===== src/rtl/nib_pkg.sv =====
package nib_pkg;

  localparam int OP_W = 4;

  typedef enum logic [OP_W-1:0] {
    OP_NOP   = 4'd0,
    OP_ADD   = 4'd1,
    OP_SUB   = 4'd2,
    OP_LOCHI = 4'd3,
    OP_LOCLO = 4'd4,
    OP_SETX  = 4'd5,
    OP_SETY  = 4'd6,
    OP_SETZ  = 4'd7,
    OP_STZ   = 4'd8,
    OP_LDZ   = 4'd9,
    OP_TGTHI = 4'd10,
    OP_TGTLO = 4'd11,
    OP_JZ    = 4'd12,
    OP_LDX   = 4'd13,
    OP_LDY   = 4'd14,
    OP_CTGL  = 4'd15
  } opcode_e;

  typedef enum logic [1:0] {
    SRC_IMM = 2'd0,
    SRC_RAM = 2'd1,
    SRC_ALU = 2'd2
  } src_e;

  typedef struct packed {
    logic wrX;
    logic wrY;
    logic wrZ;
    src_e src;
    logic locHi;
    logic locLo;
    logic ramWr;
    logic aluSub;
    logic aluGo;
    logic useTgl;
  } strobe_t;

endpackage


===== src/rtl/nib_alu.sv =====
module nib_alu #(
  parameter int DW = 4
) (
  input  logic [DW-1:0] opA,
  input  logic [DW-1:0] opB,
  input  logic          cin,
  input  logic          doSub,
  output logic [DW-1:0] res,
  output logic          cout
);

  logic [DW:0] wide;
  logic [DW:0] cinExt;

  assign cinExt = {{DW{1'b0}}, cin};

  always_comb begin
    if (doSub) begin
      wide = {1'b0, opA} - {1'b0, opB} - cinExt;
    end else begin
      wide = {1'b0, opA} + {1'b0, opB} + cinExt;
    end
  end

  // top bit is the carry out for add and the borrow for subtract
  assign res  = wide[DW-1:0];
  assign cout = wide[DW];

endmodule


===== src/rtl/nib_ctrl.sv =====
module nib_ctrl
  import nib_pkg::*;
#(
  parameter int DW = 4
) (
  input  logic                 clk,
  input  logic                 rstN,
  input  logic [OP_W+DW-1:0]   instrWord,
  input  logic                 zIsZero,
  output strobe_t              strb,
  output logic [DW-1:0]        imm,
  output logic [2*DW-1:0]      pc
);

  localparam int AW = 2 * DW;
  localparam int IW = OP_W + DW;

  opcode_e       op;
  logic          running;
  logic          takeJump;
  logic [AW-1:0] jmpTgt;

  assign op  = opcode_e'(instrWord[IW-1:DW]);
  assign imm = instrWord[DW-1:0];

  always_comb begin
    strb = '0;
    if (running) begin
      case (op)
        OP_ADD: begin
          strb.wrZ   = 1'b1;
          strb.src   = SRC_ALU;
          strb.aluGo = 1'b1;
        end
        OP_SUB: begin
          strb.wrZ    = 1'b1;
          strb.src    = SRC_ALU;
          strb.aluGo  = 1'b1;
          strb.aluSub = 1'b1;
        end
        OP_LOCHI: strb.locHi = 1'b1;
        OP_LOCLO: strb.locLo = 1'b1;
        OP_SETX: begin
          strb.wrX = 1'b1;
          strb.src = SRC_IMM;
        end
        OP_SETY: begin
          strb.wrY = 1'b1;
          strb.src = SRC_IMM;
        end
        OP_SETZ: begin
          strb.wrZ = 1'b1;
          strb.src = SRC_IMM;
        end
        OP_STZ: strb.ramWr = 1'b1;
        OP_LDZ: begin
          strb.wrZ = 1'b1;
          strb.src = SRC_RAM;
        end
        OP_LDX: begin
          strb.wrX = 1'b1;
          strb.src = SRC_RAM;
        end
        OP_LDY: begin
          strb.wrY = 1'b1;
          strb.src = SRC_RAM;
        end
        OP_CTGL: strb.useTgl = 1'b1;
        default: strb = '0;
      endcase
    end
  end

  assign takeJump = running && (op == OP_JZ) && zIsZero;

  // first cycle after reset: step over word 0 without executing it
  always_ff @(posedge clk or negedge rstN) begin
    if (!rstN) begin
      running <= 1'b0;
      pc      <= '0;
      jmpTgt  <= '0;
    end else begin
      running <= 1'b1;
      if (takeJump) begin
        pc <= jmpTgt;
      end else begin
        pc <= pc + AW'(1);
      end
      if (running && op == OP_TGTHI) begin
        jmpTgt[AW-1:DW] <= imm;
      end
      if (running && op == OP_TGTLO) begin
        jmpTgt[DW-1:0] <= imm;
      end
    end
  end

endmodule


===== src/rtl/nib_dpath.sv =====
module nib_dpath
  import nib_pkg::*;
#(
  parameter int DW = 4
) (
  input  logic              clk,
  input  logic              rstN,
  input  strobe_t           strb,
  input  logic [DW-1:0]     imm,
  input  logic [DW-1:0]     ramRd,
  output logic [2*DW-1:0]   ramAddr,
  output logic              ramWe,
  output logic [DW-1:0]     ramWd,
  output logic [DW-1:0]     xReg,
  output logic [DW-1:0]     yReg,
  output logic [DW-1:0]     zReg,
  output logic              carry,
  output logic              zIsZero
);

  localparam int AW = 2 * DW;

  logic [AW-1:0] loc;
  logic          useFlag;
  logic [DW-1:0] aluRes;
  logic          aluCout;
  logic [DW-1:0] wrData;

  nib_alu #(.DW(DW)) u_alu (
    .opA   (xReg),
    .opB   (yReg),
    .cin   (carry & useFlag),
    .doSub (strb.aluSub),
    .res   (aluRes),
    .cout  (aluCout)
  );

  always_comb begin
    case (strb.src)
      SRC_IMM: wrData = imm;
      SRC_RAM: wrData = ramRd;
      default: wrData = aluRes;
    endcase
  end

  always_ff @(posedge clk or negedge rstN) begin
    if (!rstN) begin
      xReg    <= '0;
      yReg    <= '0;
      zReg    <= '0;
      carry   <= 1'b0;
      useFlag <= 1'b0;
      loc     <= '0;
    end else begin
      if (strb.wrX) xReg <= wrData;
      if (strb.wrY) yReg <= wrData;
      if (strb.wrZ) zReg <= wrData;
      if (strb.aluGo) begin
        carry   <= aluCout;
        useFlag <= 1'b0;
      end else if (strb.useTgl) begin
        useFlag <= ~useFlag;
      end
      if (strb.locHi) loc[AW-1:DW] <= imm;
      if (strb.locLo) loc[DW-1:0]  <= imm;
    end
  end

  assign ramAddr = loc;
  assign ramWe   = strb.ramWr;
  assign ramWd   = zReg;
  assign zIsZero = (zReg == '0);

endmodule


===== src/rtl/nib_core.sv =====
module nib_core
  import nib_pkg::*;
#(
  parameter int DW         = 4,
  parameter int FRAME_ROWS = 4
) (
  input  logic                     clk,
  input  logic                     rstN,
  input  logic                     loadEn,
  input  logic [2*DW-1:0]          loadAddr,
  input  logic [OP_W+DW-1:0]       loadWord,
  output logic [2*DW-1:0]          pcOut,
  output logic [DW-1:0]            xOut,
  output logic [DW-1:0]            yOut,
  output logic [DW-1:0]            zOut,
  output logic                     carryOut,
  output logic [FRAME_ROWS*DW-1:0] frameOut
);

  localparam int AW    = 2 * DW;
  localparam int IW    = OP_W + DW;
  localparam int DEPTH = 1 << AW;

  strobe_t       strb;
  logic [DW-1:0] imm;
  logic [DW-1:0] ramRd;
  logic [DW-1:0] ramWd;
  logic [AW-1:0] ramAddr;
  logic          ramWe;
  logic          zIsZero;
  logic [AW-1:0] pc;
  logic [IW-1:0] instrWord;

  logic [IW-1:0] romMem [DEPTH];
  logic [DW-1:0] ramMem [DEPTH];

  always_ff @(posedge clk) begin
    if (loadEn) romMem[loadAddr] <= loadWord;
  end

  always_ff @(posedge clk) begin
    if (ramWe) ramMem[ramAddr] <= ramWd;
  end

  assign instrWord = romMem[pc];
  assign ramRd     = ramMem[ramAddr];

  nib_ctrl #(.DW(DW)) u_ctrl (
    .clk       (clk),
    .rstN      (rstN),
    .instrWord (instrWord),
    .zIsZero   (zIsZero),
    .strb      (strb),
    .imm       (imm),
    .pc        (pc)
  );

  nib_dpath #(.DW(DW)) u_dpath (
    .clk     (clk),
    .rstN    (rstN),
    .strb    (strb),
    .imm     (imm),
    .ramRd   (ramRd),
    .ramAddr (ramAddr),
    .ramWe   (ramWe),
    .ramWd   (ramWd),
    .xReg    (xOut),
    .yReg    (yOut),
    .zReg    (zOut),
    .carry   (carryOut),
    .zIsZero (zIsZero)
  );

  for (genvar r = 0; r < FRAME_ROWS; r++) begin : g_row
    assign frameOut[r*DW +: DW] = ramMem[r];
  end

  assign pcOut = pc;

endmodule


===== config.mk =====
export PLATFORM = sky130hd
export DESIGN_NAME = nib_core
export DESIGN_NICKNAME = d
export VERILOG_FILES = /design/src/rtl/nib_pkg.sv /design/src/rtl/nib_alu.sv /design/src/rtl/nib_ctrl.sv /design/src/rtl/nib_dpath.sv /design/src/rtl/nib_core.sv
export SDC_FILE = /design/constraint.sdc
export NUM_CORES = 2
export LEC_CHECK = 0
export BUFFER_PORTS_ARGS = -buffer_cell sky130_fd_sc_hd__buf_2
export CAP_MARGIN = 20
export CORE_ASPECT_RATIO = 1.2
export CORE_MARGIN = 5
export CORE_UTILIZATION = 35
export DETAILED_ROUTE_END_ITERATION = 10
export GPL_TIMING_DRIVEN = 0
export PLACE_DENSITY = 0.51
export SETUP_SLACK_MARGIN = 0.5
export SYNTH_ARGS = -nofsm -noshare
export SYNTH_HDL_FRONTEND = slang
export SYNTH_SLANG_ARGS = --single-unit

===== constraint.sdc =====
create_clock -name clk -period 5.87 [get_ports clk]
set_input_delay 1.174 -clock clk [delete_from_list [all_inputs] [get_ports clk]]
set_output_delay 1.174 -clock clk [all_outputs]
set_load 0.05 [all_outputs]

==> flow_metrics.env <==
export IMPL_number_of_enable_type_register_cells_in_the_synthesized_netlist=3072
export IMPL_avg_inst_size_synth_sq_um=20.3
export IMPL_first_global_vias=66800
export IMPL_initial_core_util_pct=35.2
export IMPL_post_route_period_util_pct=97.1
export IMPL_crit_top_cell="sky130_fd_sc_hd__a21oi_1"
export IMPL_number_of_antenna_violations_at_the_first_check_in_global_routing=36
export IMPL_setup_violators_final=0
export IMPL_power_report_internal_total_mw=46.7
export IMPL_post_dp_hpwl_um=335000
export IMPL_synth_top_family_by_area="multiplexers"
export IMPL_boundary_pin_count=56
export IMPL_post_route_min_period_ns=5.70
export IMPL_synth_cells=6018
export IMPL_most_common_cell_after_layout_fill_and_taps_aside="sky130_fd_sc_hd__edfxtp_1"
export IMPL_final_hold_viol_count=0
export IMPL_clockPowerShare_pct=27.3
export IMPL_cp_num_buf_inv=4
export IMPL_syn2layout_area_growth_pct=17.6
export IMPL_synth_compound_area_share_pct=2.96
export IMPL_drc=0
export IMPL_global_route_usage_total_pct=26.9
export IMPL_crit_path_max_fanout=10
export IMPL_rsz_0062_raised_after_global_routing="true"
export IMPL_synth_distinct_cells=78
export IMPL_cts_inserted_buffers=328
export IMPL_finalWirelength_um=498000
export IMPL_drt_first_pass_iters=8
export IMPL_synth_xor_area_share_pct=0.0644
export IMPL_hold_ws_ns=0.178
export IMPL_die_area_sq_mm=0.362
export IMPL_pwr_share_comb_pct=38.8
export IMPL_final_cell_mix="sky130_fd_sc_hd__edfxtp_1 (3072), sky130_fd_sc_hd__mux4_2 (703), sky130_fd_sc_hd__nor2_1 (376)"
export IMPL_fillCellCount=30700
export IMPL_achievable_frequency_mhz=175
export IMPL_path_cells="clkbuf_2 -> buf_8 -> nor2b_1 -> clkbuf_4 -> clkbuf_4 -> a21oi_1 -> o21ai_0 -> o22ai_1 -> a21oi_1 -> mux4_2 -> mux4_2 -> a221oi_4 -> a21oi_1"
export IMPL_core_region_area_sq_mm=0.348
export IMPL_synth_flop_cell="sky130_fd_sc_hd__edfxtp_1"
export IMPL_detailed_router_s_first_iteration_violation_count=10400
export IMPL_fp_row_count=237
export IMPL_timing_rr_start="u_ctrl.pc[2]"
export IMPL_post_synthesis_sequential_element_count=3111
export IMPL_clk_pin_slew_worst_paths_ns=0.07
export IMPL_endpoint_type_of_the_worst_setup_path="flop"
export IMPL_worst_skew_pair_late_latency_ns=0.95
export IMPL_criticalPathCategory="reg -> reg"
export IMPL_ys_seq_area_share_pct=76.2
export IMPL_worstRegToRegCells=13
export IMPL_critical_path_max_stage_delay_ns=0.72
export IMPL_max_clock_path_buffers=4
export IMPL_die_w_um=550
export IMPL_via_count=68900
export IMPL_cts_root_buf="sky130_fd_sc_hd__clkbuf_16"
export IMPL_route_detailed_wl_per_inst_um=43.3
export IMPL_worst_ep_required_time_ns=6.67
export IMPL_reg2reg_setup_slack_ns=0.17
export IMPL_yosys_area_share_adder_pct=0.147
export IMPL_worst_r2r_endpoint="u_dpath.ramWd[0]"
export IMPL_run_status="completed"
export IMPL_finalNetCount=6583
export IMPL_cts_tree="yes"
export IMPL_drv_cap=0
export IMPL_min_path_type="in -> async"
export IMPL_post_synth_mux_area_share_pct=16.2
export IMPL_mappedNetlistArea_sq_mm=0.122
export IMPL_htree_levels=5
export IMPL_chipHeight_um=658
export IMPL_slew_violations=0
export IMPL_critPathArrivalTime_ns=6.50
export IMPL_share_of_flip_flops_with_an_asynchronous_set_or_reset_pct=1.25
export IMPL_sinks_on_the_clock_net=3111
export IMPL_place_congestion=1.03
export IMPL_globalRouteOverflowTotal=0
export IMPL_grt_pass1_wl_um=646000
export IMPL_syn_num_nets=6049
export IMPL_synth_area_leaders="sky130_fd_sc_hd__edfxtp_1 (75%), sky130_fd_sc_hd__mux4_2 (13%), sky130_fd_sc_hd__mux2i_1 (2.2%)"
export IMPL_synth_top_area_cell="sky130_fd_sc_hd__edfxtp_1"
export IMPL_power_leakage_nw=45.8
export IMPL_number_of_port_buffers=54
export IMPL_power_density_mw_per_mm2=536
export IMPL_path_delay_family="buffers and inverters"
export IMPL_worst_slew_pin_slew_ns=1.23
export IMPL_grt_max_degree=145
export IMPL_synth_warnings=0
export IMPL_max_vdd_ir_drop_uv=431
export IMPL_startpoint_type="flop"
export IMPL_total_power_mw=77.1
export IMPL_netSwitchingFraction_pct=39.5
export IMPL_synth_largest_type_area_fraction_pct=75.4
export IMPL_drt_vias_per_instance=5.99
export IMPL_skew_ns=0.0972
export IMPL_synth_simple_gate_area_share_pct=2.93
export IMPL_slowest_stage="sky130_fd_sc_hd__a21oi_1"
export IMPL_detail_route_antenna_nets=0
export IMPL_sequentialPowerShare_pct=33.9
export IMPL_power_net_switching_mw=30.4
export IMPL_max_slew_margin_pct=17.7
export IMPL_final_layout_size_suffix_gt1_share_pct=30.1
-- flip-flops by register name (all words and copies together) (netlist names) --
name and cells:
u_dpath.ramAddr 8, romMem 2048, u_dpath.ramWd 4, u_dpath.xReg 4, u_dpath.useFlag 1, u_dpath.yReg 4
u_ctrl.pc 8, u_ctrl.running 1, u_ctrl.jmpTgt 8, ramMem 1024, u_dpath.carry 1
-- cells in the mapped netlist, types with 6 or more instances --
master / number
sky130_fd_sc_hd__a211oi_1: 8
sky130_fd_sc_hd__a21oi_1: 179
sky130_fd_sc_hd__a22oi_1: 56
sky130_fd_sc_hd__buf_1: 37
sky130_fd_sc_hd__buf_2: 102
sky130_fd_sc_hd__buf_4: 24
sky130_fd_sc_hd__buf_6: 22
sky130_fd_sc_hd__clkbuf_1: 180
sky130_fd_sc_hd__dfrtp_1: 39
sky130_fd_sc_hd__edfxtp_1: 3072
sky130_fd_sc_hd__ha_1: 8
sky130_fd_sc_hd__inv_1: 18
sky130_fd_sc_hd__mux2_2: 115
sky130_fd_sc_hd__mux2i_1: 263
sky130_fd_sc_hd__mux4_2: 703
sky130_fd_sc_hd__nand2_1: 145
sky130_fd_sc_hd__nand2b_1: 21
sky130_fd_sc_hd__nand3_1: 41
sky130_fd_sc_hd__nand4_1: 14
sky130_fd_sc_hd__nor2_1: 544
sky130_fd_sc_hd__nor2b_1: 30
sky130_fd_sc_hd__nor3_1: 11
sky130_fd_sc_hd__nor4_1: 10
sky130_fd_sc_hd__o21ai_0: 72
sky130_fd_sc_hd__o21ai_1: 9
sky130_fd_sc_hd__o221ai_1: 81
sky130_fd_sc_hd__o22ai_1: 96
sky130_fd_sc_hd__xnor2_1: 6
-- per-layer routing --
layer,part of all wire [%],global-route usage (%),vias to the layer above
li1,-,-,26000
met1,35,32.7,37300
met2,47,43.2,4352
met3,8.8,5.60,1205
met4,8.5,18.5,18
met5,0.025,0,-
-- final cells by class --
class	instances	area, sq um	share of cell area, %
Clock buffer	393	8570	5.95
Buffer	367	2990	2.08
Clock inverter	200	2070	1.44
Inverter	19	76.3	0.0530
Multi-Input combinational cell	2521	28400	19.7
Tap cell	4660	5830	4.05
Antenna cell	28	70.1	0.0487
Sequential cell	3111	93200	64.8
Timing Repair Buffer	204	2690	1.87
-- through the flow --
stage | TNS (ns) | utilization, % | std cells | setup slack [ns] | instance area (sq um)
floorplan | 0 | - | 6018 | 1.20 | 122000
global placement | -4271.20 | 36.9 | 10700 | -3.03 | 128000
detailed placement | -2079.15 | 37.6 | 10800 | -2.26 | 131000
CTS | 0 | 41.2 | 11500 | 0.394 | 143000
global route | 0 | 41.4 | 11500 | 0.434 | 144000
finish | 0 | 41.4 | 11500 | 0.170 | 144000
-- kinds of logic after synthesis --
| kind of cell | after synthesis |
|---|---|
| compound gates | 561 |
| xor+xnor | 9 |
| fa+ha+maj | 12 |
| buf+inv | 386 |
| flops | 3111 |
| mux | 1087 |
| other cells | 1 |
| simple gates | 851 |
-- power by group through the flow --
stage | sequential [mW] | clock, mW | combinational [mW]
final | 26.2 | 21.1 | 29.9
after global routing | 26.2 | 22.1 | 29.5
after CTS | 26.1 | 21.2 | 29.0
after detailed placement | 26.6 | 0 | 27.7
after global placement | 27.9 | 0 | 26.0
after floorplan | 27.3 | 0 | 11.5
-- worst reg2reg max path: stages, from the launching register on --
cell	delay [ns]
sky130_fd_sc_hd__dfrtp_1	0.37
sky130_fd_sc_hd__clkbuf_2	0.30
sky130_fd_sc_hd__buf_8	0.38
sky130_fd_sc_hd__nor2b_1	0.60
sky130_fd_sc_hd__clkbuf_4	0.59
sky130_fd_sc_hd__clkbuf_4	0.66
sky130_fd_sc_hd__a21oi_1	0.12
sky130_fd_sc_hd__o21ai_0	0.20
sky130_fd_sc_hd__o22ai_1	0.15
sky130_fd_sc_hd__a21oi_1	0.72
sky130_fd_sc_hd__mux4_2	0.48
sky130_fd_sc_hd__mux4_2	0.62
sky130_fd_sc_hd__a221oi_4	0.20
sky130_fd_sc_hd__a21oi_1	0.19
-- what timing repair did --
item	CTS	global route
pin swaps	13	8
hold buffers	0	0
setup buffers	21	22
resized for setup	486	112
setup endpoints to repair	1062	921
-- worst max path at each step --
stage,from,endpoint,slack (ns),cells after the start
after global routing,u_ctrl.pc[4],ramMem[187][1],0.43,15
final,u_ctrl.pc[2],u_dpath.ramWd[0],0.17,13
after floorplan,u_dpath.ramWd[3],zOut[3],1.20,0
after global placement,u_ctrl.pc[1],ramMem[55][2],-3.03,15
after CTS,u_ctrl.pc[0],u_dpath.yReg[1],0.39,14
after detailed placement,u_ctrl.pc[0],ramMem[55][2],-2.26,17
(Power assumes the default switching activity.)
